--- config.mk ---
export PLATFORM = sky130hd
export DESIGN_NAME = nan_shaper
export DESIGN_NICKNAME = d
export VERILOG_FILES = /design/src/rtl/nanq_pkg.sv /design/src/rtl/nanq_dflt_gen.sv /design/src/rtl/nanq_lane.sv /design/src/rtl/nan_shaper.sv
export SDC_FILE = /design/constraint.sdc
export NUM_CORES = 1
export LEC_CHECK = 0
export ABC_AREA = 1
export CAP_MARGIN = 20
export CORE_ASPECT_RATIO = 0.8
export CORE_UTILIZATION = 48
export DETAILED_ROUTE_END_ITERATION = 8
export GPL_ROUTABILITY_DRIVEN = 0
export PLACE_DENSITY_LB_ADDON = 0.15
export SLEW_MARGIN = 5
export SYNTH_ARGS = -nofsm -noshare
export SYNTH_HDL_FRONTEND = slang
export SYNTH_SLANG_ARGS = --single-unit
--- constraint.sdc ---
create_clock -name clk -period 1.95 [get_ports clk]
set_input_delay 0.195 -clock clk [delete_from_list [all_inputs] [get_ports clk]]
set_output_delay 0.195 -clock clk [all_outputs]
set_load 0.01 [all_outputs]
--- src/rtl/nanq_pkg.sv ---
package nanq_pkg;
  // Convention codes for quieting and default-NaN generation
  localparam logic [2:0] CONV_ALL_ONES  = 3'd0;
  localparam logic [2:0] CONV_TOP_ONLY  = 3'd1;
  localparam logic [2:0] CONV_NEXT_ONLY = 3'd2;
  localparam logic [2:0] CONV_ALL_BUT   = 3'd3;
  localparam logic [2:0] CONV_NEG_TOP   = 3'd4;

  typedef struct packed {
    logic is_q;
    logic is_s;
  } nan_class_t;
endpackage

--- src/rtl/nanq_dflt_gen.sv ---
module nanq_dflt_gen
  import nanq_pkg::*;
#(
  parameter int EXP_W  = 8,
  parameter int FRAC_W = 23,
  localparam int W     = 1 + EXP_W + FRAC_W
) (
  input  logic [2:0]   conv,
  input  logic         msb_sig,
  output logic [W-1:0] dflt
);
  localparam logic [FRAC_W-1:0] TOP  = {1'b1, {(FRAC_W-1){1'b0}}};
  localparam logic [FRAC_W-1:0] NEXT = {2'b01, {(FRAC_W-2){1'b0}}};
  localparam logic [FRAC_W-1:0] ALL  = {FRAC_W{1'b1}};

  logic              sgn;
  logic [FRAC_W-1:0] frac;

  always_comb begin
    sgn = 1'b0;
    case (conv)
      CONV_ALL_ONES:  frac = ALL;
      CONV_TOP_ONLY:  frac = TOP;
      CONV_NEXT_ONLY: frac = NEXT;
      CONV_ALL_BUT:   frac = ALL ^ TOP;
      CONV_NEG_TOP: begin
        frac = TOP;
        sgn  = 1'b1;
      end
      default:        frac = msb_sig ? (ALL ^ TOP) : TOP;
    endcase
    dflt = {sgn, {EXP_W{1'b1}}, frac};
  end
endmodule

--- src/rtl/nanq_lane.sv ---
module nanq_lane
  import nanq_pkg::*;
#(
  parameter int EXP_W  = 8,
  parameter int FRAC_W = 23,
  localparam int W     = 1 + EXP_W + FRAC_W
) (
  input  logic [W-1:0] value,
  input  logic         msb_sig,
  input  logic         no_snan,
  input  logic [2:0]   conv,
  output nan_class_t   cls,
  output logic [W-1:0] quieted,
  output logic [W-1:0] dflt
);
  localparam logic [W-1:0] TOP_BIT  = W'(1) << (FRAC_W - 1);
  localparam logic [W-1:0] NEXT_BIT = W'(1) << (FRAC_W - 2);

  logic [EXP_W-1:0]  exp_f;
  logic [FRAC_W-1:0] frac_f;
  logic              is_nan;
  logic              top;

  nanq_dflt_gen #(.EXP_W(EXP_W), .FRAC_W(FRAC_W)) u_dflt (
    .conv    (conv),
    .msb_sig (msb_sig),
    .dflt    (dflt)
  );

  always_comb begin
    exp_f  = value[W-2 -: EXP_W];
    frac_f = value[FRAC_W-1:0];
    is_nan = (&exp_f) && (|frac_f);
    top    = frac_f[FRAC_W-1];
    cls.is_s = is_nan && (top == msb_sig) && !no_snan;
    cls.is_q = is_nan && !cls.is_s;

    if (!cls.is_s) begin
      quieted = value;
    end else if (!msb_sig) begin
      quieted = value | TOP_BIT;
    end else if (conv == CONV_NEXT_ONLY) begin
      quieted = (value & ~TOP_BIT) | NEXT_BIT;
    end else begin
      quieted = dflt;
    end
  end
endmodule

--- src/rtl/nan_shaper.sv ---
module nan_shaper
  import nanq_pkg::*;
#(
  parameter int SP_EXP  = 8,
  parameter int SP_FRAC = 23,
  parameter int DP_EXP  = 11,
  parameter int DP_FRAC = 52
) (
  input  logic        clk,
  input  logic        rst_n,
  input  logic        in_valid,
  input  logic        in_dbl,
  input  logic [63:0] in_value,
  input  logic        in_msb_sig,
  input  logic        in_no_snan,
  input  logic [2:0]  in_conv,
  output logic        out_valid,
  output logic        out_is_qnan,
  output logic        out_is_snan,
  output logic [63:0] out_quieted,
  output logic [63:0] out_default
);
  localparam int SP_W = 1 + SP_EXP + SP_FRAC;
  localparam int DP_W = 1 + DP_EXP + DP_FRAC;
  localparam int PAD  = DP_W - SP_W;

  nan_class_t        sp_cls, dp_cls, sel_cls;
  logic [SP_W-1:0]   sp_q, sp_d;
  logic [DP_W-1:0]   dp_q, dp_d;
  logic [63:0]       sel_q, sel_d;

  logic              valid_d, valid_r;
  nan_class_t        cls_d, cls_r;
  logic [63:0]       q_d, q_r, dft_d, dft_r;

  nanq_lane #(.EXP_W(SP_EXP), .FRAC_W(SP_FRAC)) u_sp (
    .value   (in_value[SP_W-1:0]),
    .msb_sig (in_msb_sig),
    .no_snan (in_no_snan),
    .conv    (in_conv),
    .cls     (sp_cls),
    .quieted (sp_q),
    .dflt    (sp_d)
  );

  nanq_lane #(.EXP_W(DP_EXP), .FRAC_W(DP_FRAC)) u_dp (
    .value   (in_value[DP_W-1:0]),
    .msb_sig (in_msb_sig),
    .no_snan (in_no_snan),
    .conv    (in_conv),
    .cls     (dp_cls),
    .quieted (dp_q),
    .dflt    (dp_d)
  );

  // Format select
  always_comb begin
    if (in_dbl) begin
      sel_cls = dp_cls;
      sel_q   = dp_q;
      sel_d   = dp_d;
    end else begin
      sel_cls = sp_cls;
      sel_q   = {{PAD{1'b0}}, sp_q};
      sel_d   = {{PAD{1'b0}}, sp_d};
    end
  end

  // Next-state: load on strobe, otherwise hold
  always_comb begin
    valid_d = in_valid;
    cls_d   = cls_r;
    q_d     = q_r;
    dft_d   = dft_r;
    if (in_valid) begin
      cls_d = sel_cls;
      q_d   = sel_q;
      dft_d = sel_d;
    end
  end

  always_ff @(posedge clk or negedge rst_n) begin
    if (!rst_n) begin
      valid_r <= 1'b0;
      cls_r   <= '0;
      q_r     <= '0;
      dft_r   <= '0;
    end else begin
      valid_r <= valid_d;
      cls_r   <= cls_d;
      q_r     <= q_d;
      dft_r   <= dft_d;
    end
  end

  assign out_valid   = valid_r;
  assign out_is_qnan = cls_r.is_q;
  assign out_is_snan = cls_r.is_s;
  assign out_quieted = q_r;
  assign out_default = dft_r;
endmodule

==> metrics.txt <==
DRT Pass-1 Iters=4; worst hold margin=0.3588 ns; global-route met3 utilization=4.680%; Post-synth EDFFs=0; Post-synth top cells=nand2_1 (461), dfrtp_1 (77), buf_4 (60); Max FO, Critical Path=19; Final setup viols=0; setup TNS=0 ns; Lkg Pwr=4.146 nW; fin area=0.007923 sq mm; CP Depth=1; Synth Net Count=approximately 900; leading area contributor after synthesis=dfrtp_1; Area growth, synth to finish=50.40%; worst skew pair latency=0.33 ns; Cell Area, Placed=0.007580 sq mm; Clock transition at path regs=0.06 ns; RSZ-0062 raised after global routing=false; crit end category=output port; Avg Inst Size Synth=6.271 sq um; period utilization=a little over 90%; Place WS=-0.2660 ns; switching power total=1.470 mW; Max-Cap Viols=0; met1 Track Usage GR=37.93%; peak supply drop=0.3806 mV; Synth top area share=36.58%; sequential share of power=~38%; Worst setup SP type=flip-flop; clock root cell=clkbuf_16; Iter 0 DRT Violations=418; Rel. slew slack=66.97%; cell with the most instances after synthesis=nand2_1; Total Routed Length=16,100 microns; IO Port Bufs=203; synth unique cells=27; number of synthesis warnings=0; met2 GRT Util=46.56%; hpwl dp=approximately 11,000 microns; async set-or-reset flop fraction in the synthesized netlist=100.0%; Int Pwr=3.418 mW; CTS tree=yes; CTS buffer count=9; Slew Viols, Final=0; clock network fraction of design power=31.4%; critical path class=flip-flop to output port; CP startpoint=out_default[49]$_DFFE_PN0P_; Switching Share=30.08%; dominant synthesized flop cell=dfrtp_1; largest cells by area after synthesis=dfrtp_1 (37%), nand2_1 (33%), buf_4 (8.6%), nand3_1 (5.2%), nor2_1 (3.8%); combinational power share=between 30 and 40%; grt ovf=0; R2R depth=2; drt wl/cell=13.53 microns; GR peak layer=met2; final hold vios=0; Syn Std Cell Area=0.005268 sq mm; Bufs on Longest Clock Path=2; Reg2Reg Launch Point=out_default[49]$_DFFE_PN0P_; Final min period=approximately 1.8 ns; initial antenna violation count=0; setup bufs post-CTS=0; first-pass GRT wire length=25,280 microns; via count=5,839; Seq cells post-synth=77; CP required=~1.8 ns; Diodes inserted=0; I/O pins=204; status=finished, final reports clean; DR DRC count=0; clk sink count=77; Critical Path Slowest Stage Cell=dfrtp_1; buffers plus inverters on the worst setup path=1; CP peak stage delay=about 0.65 ns; vias in the first global route=5,136; Core Region=roughly 0.010 sq mm; power per cell area=616.9 mW/mm^2; final worst slack=between 0.1 and 0.15 ns; worst min-delay path category=input port to async pin; fraction of final layout cells sized beyond drive strength 1=12.19%; die area=0.01140 sq mm; Chip Width=119.1 microns; post-synthesis sequential area ratio=36.58%; crit path cell chain=clkdlybuf4s50_1; Slew @ Worst Pin=a little under 0.5 ns; GRT Resource Usage Total=27.97%; Final ANT Viol Nets=0; pin count of the biggest net entering global routing=85; total power=just under 5 mW; Initial Util=roughly 50%; # rows=33; H-tree depth=3; Die Height=95.70 microns; Highest Clock Rate=548.5 MHz; Synth Instances=840; Crit path arrival time=around 1.6 ns; clk_skew=0 ns; via-per-instance ratio=4.907; Nets=1,119; Top Family by Delay on Critical Path=flip-flops
-- per-layer routing --
layer	wire length, microns	vias up
li1	-	2931
met1	7182	2636
met2	7508	242
met3	1147	30
met4	265	0
met5	0	-
-- per-stage QoR --
stage	std cells	util, %
floorplan	840	-
global placement	1172	72.56
detailed placement	1172	72.56
CTS	1188	75.18
global route	1190	75.84
finish	1190	75.84
-- sequential cells by signal (all words and copies together) (netlist names) --
signal and count:
out_quieted 64, out_default 10, out_is_qnan 1, out_is_snan 1
out_valid 1
-- worst register-to-register path, delay by kind of cell (launching register included) --
kind / cells / cell delay [ns]
simple gates: 2 / 0.19
flops: 1 / 0.65
-- repair_timing --
| item | 4_1_cts | 5_1_grt |
|---|---|---|
| hold endpoints to repair | 31 | 0 |
| hold buffers | 1 | 0 |
| resized for setup | 0 | 5 |
| setup endpoints to repair | 0 | 74 |
-- cell families (layout without fill, tap and decap cells) --
group	count (synthesis)	in the layout	synth area share [%]
DFF	77	77	36.58
and+or+nand+nor	584	584	43.97
AOI/OAI and AO/OA	30	30	3.706
xor gates and xnor gates	1	1	0.1663
buffers and inverters	148	358	15.58
-- power by group through the flow --
stage	combinational (mW)	sequential (mW)	clock, mW
3_5_place_dp	1.50	1.87	0
6_report	1.51	1.85	1.53
5_1_grt	1.64	1.87	1.63
4_1_cts	1.51	1.85	1.56
2_1_floorplan	0.638	1.93	0
3_3_place_gp	1.48	1.87	0
-- cell usage in the layout, fill, tap and decap left out, types with 3 or more instances in the layout --
cell / instances
a21oi_1: 4
a22o_1: 8
buf_12: 7
buf_4: 80
clkbuf_16: 11
clkdlybuf4s50_1: 202
clkinv_1: 11
clkinv_2: 3
dfrtp_1: 76
inv_1: 25
inv_2: 14
nand2_1: 461
nand3_1: 55
nand4_1: 7
nor2_1: 51
nor2_2: 4
o21ai_0: 10
-- final timing paths --
| path | to | slack (ns) |
|---|---|---|
| setup reg to reg | out_default[49]$_DFFE_PN0P_ | 1.06 |
| setup / recovery | out_default[33] | 0.13 |
| hold reg to reg | out_quieted[6]$_DFFE_PN0P_ | 0.48 |
| hold / removal | out_quieted[6]$_DFFE_PN0P_ | 0.36 |
| min in group clk | out_quieted[6]$_DFFE_PN0P_ | 0.48 |
| max in group asynchronous | out_default[20]$_DFFE_PN0P_ | 0.96 |
-- layout make-up --
cell class,instances,area (sq um)
inverters,50,187.7
flip-flops and latches,77,1928
multi-input cells,615,2534
clock buffers,9,225.2
repair buffers,293,2834
clock inverters,6,38.79
well taps,140,175.2
fillers,868,2524
Note: power is estimated with default switching activity, not from simulation.
